## src/rtl/usb_fsched_pkg.sv

```systemverilog
package usb_fsched_pkg;

  typedef enum logic [1:0] {
    HS_ACK     = 2'd0,
    HS_NAK     = 2'd1,
    HS_STALL   = 2'd2,
    HS_TIMEOUT = 2'd3
  } hs_e;

  typedef enum logic [2:0] {
    RES_OK      = 3'd0,
    RES_NAK     = 3'd1,
    RES_STALL   = 3'd2,
    RES_TOGGLE  = 3'd3,
    RES_TIMEOUT = 3'd4
  } res_e;

  typedef enum logic [1:0] {
    XS_IDLE   = 2'd0,
    XS_PEND   = 2'd1,
    XS_FLIGHT = 2'd2
  } xs_e;

endpackage

```

## src/rtl/ufs_frame_timer.sv

```systemverilog
module ufs_frame_timer #(
  parameter int FRAME_CLKS = 48000,
  parameter int FN_W       = 11,
  parameter int CNT_W      = $clog2(FRAME_CLKS)
) (
  input  logic             clk_i,
  input  logic             rst_ni,
  input  logic             en_i,
  input  logic             ls_i,
  output logic [CNT_W-1:0] cnt_o,
  output logic [FN_W-1:0]  fn_o,
  output logic             sof_o,
  output logic             eop_o
);
  localparam logic [CNT_W-1:0] LAST = CNT_W'(FRAME_CLKS - 1);

  logic [CNT_W-1:0] cnt_q, cnt_d;
  logic [FN_W-1:0]  fn_q, fn_d;
  logic             mark_q, mark_d;
  logic             kind_q;
  logic             wrap;

  assign wrap = en_i && (cnt_q == LAST);

  always_comb begin
    cnt_d  = cnt_q;
    fn_d   = fn_q;
    mark_d = 1'b0;
    if (!en_i) begin
      cnt_d = '0;
      fn_d  = '0;
    end else if (wrap) begin
      cnt_d  = '0;
      fn_d   = fn_q + FN_W'(1);
      mark_d = 1'b1;
    end else begin
      cnt_d = cnt_q + CNT_W'(1);
    end
  end

  always_ff @(posedge clk_i or negedge rst_ni) begin
    if (!rst_ni) begin
      cnt_q  <= '0;
      fn_q   <= '0;
      mark_q <= 1'b0;
    end else begin
      cnt_q  <= cnt_d;
      fn_q   <= fn_d;
      mark_q <= mark_d;
    end
  end

  // marker kind is captured only at the frame boundary
  always_ff @(posedge clk_i or negedge rst_ni) begin
    if (!rst_ni) begin
      kind_q <= 1'b0;
    end else if (wrap) begin
      kind_q <= ls_i;
    end
  end

  assign cnt_o = cnt_q;
  assign fn_o  = fn_q;
  assign sof_o = mark_q & ~kind_q;
  assign eop_o = mark_q & kind_q;


  marker_kind_chk: assert property (@(posedge clk_i) disable iff (!rst_ni)
    $onehot0({sof_o, eop_o}));


  fn_step_chk: assert property (@(posedge clk_i) disable iff (!rst_ni)
    (sof_o || eop_o) |-> (fn_o == FN_W'($past(fn_o) + FN_W'(1))));


  disable_clear_chk: assert property (@(posedge clk_i) disable iff (!rst_ni)
    !en_i |=> (fn_o == '0 && cnt_o == '0 && !sof_o && !eop_o));

endmodule

```

## src/rtl/ufs_launch_gate.sv

```systemverilog
module ufs_launch_gate
  import usb_fsched_pkg::*;
#(
  parameter int FRAME_CLKS = 48000,
  parameter int GUARD_CLKS = 600,
  parameter int CNT_W      = $clog2(FRAME_CLKS)
) (
  input  logic             clk_i,
  input  logic             rst_ni,
  input  logic             en_i,
  input  logic [CNT_W-1:0] cnt_i,
  input  logic             load_i,
  input  logic             dir_i,
  input  logic             done_i,
  output logic             launch_o,
  output logic             busy_o,
  output logic             dir_o,
  output logic             accept_o
);
  localparam logic [CNT_W-1:0] OPEN_END = CNT_W'(FRAME_CLKS - GUARD_CLKS);

  xs_e  st_q, st_d;
  logic dir_q;
  logic win;
  logic take;

  assign win  = en_i && (cnt_i != '0) && (cnt_i < OPEN_END);
  assign take = (st_q == XS_IDLE) && load_i;

  always_comb begin
    st_d = st_q;
    unique case (st_q)
      XS_IDLE:   if (load_i) st_d = XS_PEND;
      XS_PEND:   if (win)    st_d = XS_FLIGHT;
      XS_FLIGHT: if (done_i) st_d = XS_IDLE;
      default:               st_d = XS_IDLE;
    endcase
  end

  always_ff @(posedge clk_i or negedge rst_ni) begin
    if (!rst_ni) begin
      st_q <= XS_IDLE;
    end else begin
      st_q <= st_d;
    end
  end

  always_ff @(posedge clk_i or negedge rst_ni) begin
    if (!rst_ni) begin
      dir_q <= 1'b0;
    end else if (take) begin
      dir_q <= dir_i;
    end
  end

  assign launch_o = (st_q == XS_PEND) && win;
  assign accept_o = (st_q == XS_FLIGHT) && done_i;
  assign busy_o   = (st_q != XS_IDLE);
  assign dir_o    = dir_q;


  single_launch_chk: assert property (@(posedge clk_i) disable iff (!rst_ni)
    launch_o |=> (!launch_o && busy_o));


  no_launch_off_chk: assert property (@(posedge clk_i) disable iff (!rst_ni)
    !en_i |-> !launch_o);

endmodule

```

## src/rtl/ufs_xfer_result.sv

```systemverilog
module ufs_xfer_result
  import usb_fsched_pkg::*;
(
  input  logic       clk_i,
  input  logic       rst_ni,
  input  logic       accept_i,
  input  logic       dir_in_i,
  input  logic [1:0] hs_i,
  input  logic       rx_tog_i,
  input  logic       tog_load_i,
  input  logic       tog_val_i,
  input  logic       busy_i,
  output logic       tog_o,
  output logic       irq_o,
  output logic [2:0] res_o
);
  logic tog_q, tog_d;
  logic irq_q;
  res_e res_q, res_d;
  logic flip;

  always_comb begin
    res_d = RES_OK;
    flip  = 1'b0;
    unique case (hs_e'(hs_i))
      HS_ACK: begin
        if (dir_in_i && (rx_tog_i != tog_q)) begin
          res_d = RES_TOGGLE;
        end else begin
          flip = 1'b1;
        end
      end
      HS_NAK:     res_d = RES_NAK;
      HS_STALL:   res_d = RES_STALL;
      HS_TIMEOUT: res_d = RES_TIMEOUT;
      default:    res_d = RES_TIMEOUT;
    endcase
  end

  always_comb begin
    tog_d = tog_q;
    if (accept_i) begin
      if (flip) tog_d = ~tog_q;
    end else if (tog_load_i && !busy_i) begin
      tog_d = tog_val_i;
    end
  end

  always_ff @(posedge clk_i or negedge rst_ni) begin
    if (!rst_ni) begin
      tog_q <= 1'b0;
      irq_q <= 1'b0;
    end else begin
      tog_q <= tog_d;
      irq_q <= accept_i;
    end
  end

  always_ff @(posedge clk_i or negedge rst_ni) begin
    if (!rst_ni) begin
      res_q <= RES_OK;
    end else if (accept_i) begin
      res_q <= res_d;
    end
  end

  assign tog_o = tog_q;
  assign irq_o = irq_q;
  assign res_o = res_q;


  ok_flips_chk: assert property (@(posedge clk_i) disable iff (!rst_ni)
    (irq_o && res_o == RES_OK) |-> (tog_o != $past(tog_o)));


  fail_holds_chk: assert property (@(posedge clk_i) disable iff (!rst_ni)
    (irq_o && res_o != RES_OK) |-> (tog_o == $past(tog_o)));

endmodule

```

## src/rtl/usb_frame_sched.sv

```systemverilog
module usb_frame_sched
  import usb_fsched_pkg::*;
#(
  parameter int FRAME_CLKS = 48000,
  parameter int GUARD_CLKS = 600,
  parameter int FN_W       = 11
) (
  input  logic            clk,
  input  logic            rst_n,
  input  logic            frame_en,
  input  logic            low_speed,
  input  logic            xfer_load,
  input  logic            xfer_in,
  input  logic            done_valid,
  input  logic [1:0]      done_hs,
  input  logic            done_rx_tog,
  input  logic            tog_load,
  input  logic            tog_val,
  output logic            mark_sof,
  output logic            mark_eop,
  output logic [FN_W-1:0] frame_num,
  output logic            launch,
  output logic            data_tog,
  output logic            busy,
  output logic            xfer_irq,
  output logic [2:0]      xfer_result
);
  localparam int CNT_W = $clog2(FRAME_CLKS);

  logic [1:0]       rs_q;
  logic             rst_ni;
  logic [CNT_W-1:0] cnt;
  logic             dir_in;
  logic             accept;

  // asynchronous assert, synchronous release
  always_ff @(posedge clk or negedge rst_n) begin
    if (!rst_n) begin
      rs_q <= 2'b00;
    end else begin
      rs_q <= {rs_q[0], 1'b1};
    end
  end
  assign rst_ni = rs_q[1];

  ufs_frame_timer #(
    .FRAME_CLKS(FRAME_CLKS),
    .FN_W      (FN_W),
    .CNT_W     (CNT_W)
  ) u_timer (
    .clk_i (clk),
    .rst_ni(rst_ni),
    .en_i  (frame_en),
    .ls_i  (low_speed),
    .cnt_o (cnt),
    .fn_o  (frame_num),
    .sof_o (mark_sof),
    .eop_o (mark_eop)
  );

  ufs_launch_gate #(
    .FRAME_CLKS(FRAME_CLKS),
    .GUARD_CLKS(GUARD_CLKS),
    .CNT_W     (CNT_W)
  ) u_gate (
    .clk_i   (clk),
    .rst_ni  (rst_ni),
    .en_i    (frame_en),
    .cnt_i   (cnt),
    .load_i  (xfer_load),
    .dir_i   (xfer_in),
    .done_i  (done_valid),
    .launch_o(launch),
    .busy_o  (busy),
    .dir_o   (dir_in),
    .accept_o(accept)
  );

  ufs_xfer_result u_result (
    .clk_i     (clk),
    .rst_ni    (rst_ni),
    .accept_i  (accept),
    .dir_in_i  (dir_in),
    .hs_i      (done_hs),
    .rx_tog_i  (done_rx_tog),
    .tog_load_i(tog_load),
    .tog_val_i (tog_val),
    .busy_i    (busy),
    .tog_o     (data_tog),
    .irq_o     (xfer_irq),
    .res_o     (xfer_result)
  );


  irq_after_flight_chk: assert property (@(posedge clk) disable iff (!rst_ni)
    xfer_irq |-> ($past(busy) && !busy));


  irq_pulse_chk: assert property (@(posedge clk) disable iff (!rst_ni)
    xfer_irq |=> !xfer_irq);

endmodule

```

## config.mk

```make
export PLATFORM = sky130hd
export DESIGN_NAME = usb_frame_sched
export DESIGN_NICKNAME = d
export VERILOG_FILES = /design/src/rtl/usb_fsched_pkg.sv /design/src/rtl/ufs_frame_timer.sv /design/src/rtl/ufs_launch_gate.sv /design/src/rtl/ufs_xfer_result.sv /design/src/rtl/usb_frame_sched.sv
export SDC_FILE = /design/constraint.sdc
export NUM_CORES = 1
export LEC_CHECK = 0
export ABC_CLOCK_PERIOD_IN_PS = 1600
export BUFFER_PORTS_ARGS = -buffer_cell sky130_fd_sc_hd__clkbuf_2
export CORE_UTILIZATION = 45
export DETAILED_ROUTE_END_ITERATION = 16
export PLACE_DENSITY = 0.67
export SETUP_SLACK_MARGIN = 0.5
export SLEW_MARGIN = 20
export SYNTH_ARGS = -nofsm -noshare
export SYNTH_HDL_FRONTEND = slang
export SYNTH_HIERARCHICAL = 1
export SYNTH_SLANG_ARGS = --single-unit
```

## constraint.sdc

```tcl
create_clock -name clk -period 1.6 [get_ports clk]
set_clock_uncertainty 0.05 [all_clocks]
set_input_delay 0 -clock clk [delete_from_list [all_inputs] [get_ports clk]]
set_output_delay 0 -clock clk [all_outputs]
set_load 0.01 [all_outputs]
```

# ---- After elaboration in Yosys (flattened, before gate mapping)
# Cells that the tools add are included.
dict set report totals {
  ff_bits 39
  input_bits 12
  output_inout_bits 20
  elab_cells 62
}
dict set report op_classes {
  add_sub_neg 2
  magnitude_cmp 1
  eq_ne 12
  mux 17
  bitwise_logic 4
  reduce_logical 16
}
# op count
set ops {}
lappend ops {{$mux W16} 2}
lappend ops {{$mux W11} 2}
lappend ops {{$add A16 B1 Y16 const B} 1}
lappend ops {{$eq A16 B16 Y1 const B} 1}
lappend ops {{$lt A16 B16 Y1 const B} 1}
lappend ops {{$reduce_bool A16 Y1} 1}
lappend ops {{$pmux W3 S4} 1}
lappend ops {{$add A11 B1 Y11 const B} 1}
lappend ops {{$logic_and A1 B1 Y1} 8}
lappend ops {{$mux W2} 4}
lappend ops {{$mux W1} 7}
lappend ops {{$eq A2 B2 Y1 const B} 3}
lappend ops {{$ne A2 B2 Y1 const B} 3}
lappend ops {{$pmux W2 S3} 1}
lappend ops {{$eq A2 B1 Y1 const B} 2}
lappend ops {{$logic_not A2 Y1} 2}
lappend ops {{$ne A2 B1 Y1 const B} 2}
lappend ops {{$reduce_bool A2 Y1} 2}
lappend ops {{$reduce_and A3 Y1} 1}
lappend ops {{$and A1 B1 Y1} 2}
lappend ops {{$not A1 Y1} 2}
lappend ops {{$reduce_and A2 Y1} 1}
lappend ops {{$logic_not A1 Y1} 1}
lappend ops {{$ne A1 B1 Y1} 1}

# ---- Depth between registers and ports, before layout
dict set report logic_depth {
  ltp_word 6
  ltp_mapped 7
  ltp_nobuf 5
}

# ---- Hierarchy
# Netlist, hierarchy kept.
# module instances cells_each area_per_inst_um2 seq_area_each_um2
set modules_own_cells {}
lappend modules_own_cells {ufs_frame_timer 1 146 1438.9 725.7}
lappend modules_own_cells {ufs_xfer_result 1 24 241.5 125.1}
lappend modules_own_cells {ufs_launch_gate 1 27 234.0 75.1}
lappend modules_own_cells {usb_frame_sched 1 3 53.8 50.0}

# ---- Worst setup path after synthesis
# Ideal clock, no wire load.
dict set report synth_timing {
  path_type {reg-to-reg}
  startpoint {register u_timer.cnt_q[0], in the netlist u_timer/cnt_o[0]}
  endpoint {register u_timer.fn_q[6], in the netlist u_timer/fn_o[6]}
  setup_time_ps 78
  arrival_ps 1713
  required_ps 1472
  path_slack_ps -241
  stages_incl_launch_ff 7
  path_buffers 1
  period_less_slack_ps 1841
  path_cell_list {dfrtp_1 > ha_1 > and4_1 > nand4_2 > buf_6 > or4_1 > a21oi_1}
}
dict set report synth_between {
  elab_chain_len 3
}
# item line_no
set synth_lines {}
lappend synth_lines {{start, declared} ufs_frame_timer.sv:17} ;# logic [CNT_W-1:0] cnt_q, cnt_d;
lappend synth_lines {{start signal, assigned} ufs_frame_timer.sv:47} ;# cnt_q <= cnt_d;
lappend synth_lines {{$eq A16 B16 Y1} ufs_frame_timer.sv:23} ;# assign wrap = en_i && (cnt_q == LAST);
lappend synth_lines {{$logic_and A1 B1 Y1} ufs_frame_timer.sv:23}
lappend synth_lines {{$ne A2 B1 Y1 (no source line)} --}
lappend synth_lines {{end signal, assigned} ufs_frame_timer.sv:48} ;# fn_q <= fn_d;
lappend synth_lines {{end, declared} ufs_frame_timer.sv:18} ;# logic [FN_W-1:0] fn_q, fn_d;
# No other way between the ends.
# A chain may end at the register's enable or synchronous reset.

# ---- Worst setup path in the final report
dict set report layout_timing {
  startpoint {register u_timer.cnt_q[13], in the netlist u_timer/cnt_o[13]}
  endpoint {output port launch}
}
dict set report layout_between {
  elab_chain_len 4
  word_cells_on_any_way 5
  cone_classes {order compare: 1; reduce/logical: 4}
}
# item line_no
set layout_lines {}
lappend layout_lines {{parallel branches: the longest is 2 deep, another holds $lt A16 B16 Y1} --}
lappend layout_lines {{$logic_and A1 B1 Y1 (*)} ufs_launch_gate.sv:27} ;# assign win = en_i && (cnt_i != '0) && (cnt_i < OPEN_END);
lappend layout_lines {{$logic_and A1 B1 Y1 (*)} ufs_launch_gate.sv:56} ;# assign launch_o = (st_q == XS_PEND) && win;
lappend layout_lines {{end, declared} usb_frame_sched.sv:22} ;# output logic launch,
# Every way passes the cells marked *.

==> impl_metrics.ini <==
[run_status]
status = complete, but fails checks
violations = negative setup slack

[setup_path]
cp-end-kind = output pin
path_buf_inv = 2
cp_max_fo = 4
worstPathCellList = nand4_1, a211o_1, a2111oi_4, buf_4, nor2_2, clkbuf_2
path_class = reg2out
cp_slowest_cell = dfrtp_1
required_ns = 1.55
r2r_slack_ns = -0.31
path_delay_family = compound AO/OA/AOI/OAI gates
crit_path_start_kind = flip-flop
cpPeakStageDelay_ns = 0.42
arrival_ns = 1.97

[final_layout]
antenna_cells = 0
finalNonFillerCells = 361
drive_above_1_share_pct = 54.7
utilization_pct = 80.7
syn_to_final_growth_pct = 67.6
fill_cells = 231
nNetsFinal = 324

[logic_synthesis]
yosys.area.top_type = dfrtp_1
ys_seq_area_share_pct = 49.6
yosysWarnings = 6
synth_area_leaders = dfrtp_1, nor2_1, xnor2_1, a21oi_1, nand3_1
synth_nets = 214
ys_seq_elements = 39
postSynthCellCount = 200
synth.avg_cell_area_um2 = 9.84
syn-cell-area_mm2 = 0.00197
synth_top_area_share_pct = 49.6
ys_types = 37

[sta]
finalSetupViolCount = 30
rsz0062_at_grt = yes
fin_ws_ns = -0.420
tns_ns = -6.71
clock.fmax_mhz = 495
period_minus_slack_ns = 2.02
slew_viol_final = 0
hold_slack_ns = 0.0256
hold_viol = 0
fin_crit_sh_pct = 126

[placement]
dpl_worst_slack_ns = -0.192
portBuffers = 31
gp_congestion = 0.831
dp.cells = 309
hpwl_um = 3360

[die]
fp.dieH_um = 68.1
ios = 32
core_mm2 = 0.00409
start_util_pct = 48.2
dieArea_mm2 = 0.00464
die_x_um = 68.1
rows = 23

[min_path]
hp-class = in2reg

[clocking]
clockRootBuffer = clkbuf_8
clk_pin_slew_ns = 0.09
worstSkewPairLatency_ns = 0.29
clockBufferDepth = 2
cts.sink_count = 39
cts_buffers = 5
cts_tree = yes
cts-htree-levels = 2

[job]
max_cap_violations = 0

[detailed_routing]
drc = 0
postRouteWirelength_um = 6280
viasPerCell = 5.60
wl_per_cell_um = 17.4
vias = 2022
ant_nets = 0
firstDrtPassIters = 4
first_iter_violations = 152

[pwr]
powerDensity_mw_per_mm2 = 803
max-vdd-ir-drop_uv = 538
leakagePower_nw = 1.44

[grt]
grt.total_usage_pct = 26.7
antenna_found_initial = 0
grt_max_degree = 18
grt_pass1_wl_um = 8870
grt_pass1_vias = 1894
grt.overflow.total = 0
layer usage:
metal	vias up	wire [um]	GRT usage, %
met5	-	0	0
met4	0	147	14.1
met3	14	229	4.83
met2	58	3240	43.9
met1	995	2660	33.2
li1	955	-	-
cells by family after synthesis:
family | share of synthesized area (%)
AOI/OAI and AO/OA | 13.2
xor gates and xnor gates | 6.67
adders and majority gates | 1.27
buffers and inverters | 3.43
DFF | 49.6
muxes | 1.14
other | 0.191
and+or+nand+nor | 24.5
metrics by stage:
step                cell area, um^2  power, W
floorplan                      2050   0.00143
global placement               2470   0.00158
detailed placement             2470   0.00160
CTS                            3090   0.00249
global route                   3300   0.00276
finish                         3300   0.00265
area by class of cell:
cell class / count / area, um^2 / area share, %
Multi-Input combinational cell: 146 / 1230 / 37.3
Sequential cell: 39 / 985 / 29.8
Timing Repair Buffer: 106 / 882 / 26.7
Clock buffer: 7 / 86.3 / 2.62
Tap cell: 50 / 62.6 / 1.90
Inverter: 12 / 47.5 / 1.44
Clock inverter: 1 / 5.00 / 0.152
cell usage in the layout, fill, tap and decap left out, drive strengths merged, types with 10 or more instances in the layout:
master  count
buf        67
inv        12
nand3      12
xnor2      10
dfrtp      39
a21oi      13
nand2      14
clkbuf     37
nor2       24
nand4      10
worst min-delay path, delay by kind of cell:
kind / cells / cell delay [ns]
simple gates: 2 / 0.10
compound gates: 1 / 0.14
buf+inv: 1 / 0.08
cells in the mapped netlist:
cell / count
a2111o_1: 1
a2111oi_4: 1
a211o_1: 1
a211oi_1: 1
a21oi_1: 13
a31o_2: 2
and2_1: 2
and3_1: 3
and4_1: 3
buf_6: 1
clkbuf_1: 3
conb_1: 1
dfrtp_1: 39
ha_1: 2
inv_1: 12
mux2_2: 2
nand2_1: 14
nand2b_1: 2
nand3_1: 12
nand4_1: 8
nand4_2: 1
nor2_1: 24
nor2b_1: 1
nor3_1: 2
nor4_1: 7
nor4b_4: 1
o2111ai_1: 1
o211a_1: 1
o21ai_0: 6
o221a_1: 1
o2bb2ai_1: 1
o31ai_1: 6
o32ai_1: 1
or3_1: 4
or4_1: 5
xnor2_1: 10
xor2_1: 5
what timing repair did:
action	CTS	global route
buffers inserted	24	9
setup endpoints to repair	36	37
endpoints found under the hold margin	10	0
pin swaps	21	25
cloned	2	0
hold buffers	9	0
gates resized for setup	54	35
flip-flops by register name, summed over array words and instances (netlist names):
register and count:
u_result/tog_o 1, u_result/irq_o 1, u_result/res_o 3, u_timer/kind_q 1, u_timer/mark_q 1, u_timer/cnt_o 16, u_gate/st_q 2, u_timer/fn_o 11
u_gate/dir_o 1, rs_q 2
power by group:
part	switching (W)	internal, W
clock network	0.000343	0.000348
registers	0.000105	0.00108
logic	0.000353	0.000425
total	0.000801	0.00185
final timing paths:
kind                                        startpoint                           to  cells after the start
setup / recovery           u_timer/cnt_o[13]$_DFF_PN0_                       launch                      6
hold / removal                                 tog_val   u_result/tog_o$_DFFE_PN0P_                      4
setup reg to reg            u_timer/cnt_o[0]$_DFF_PN0_  u_timer/fn_o[9]$_DFFE_PN0P_                      7
hold reg to reg                      rs_q[1]$_DFF_PN0_   u_gate/st_q[1]$_DFFE_PN0P_                      0
max in group asynchronous                        rst_n            rs_q[1]$_DFF_PN0_                      3
min in group asynchronous            rs_q[1]$_DFF_PN0_   u_gate/st_q[1]$_DFFE_PN0P_                      0
Note: power is estimated with default switching activity, not from simulation.
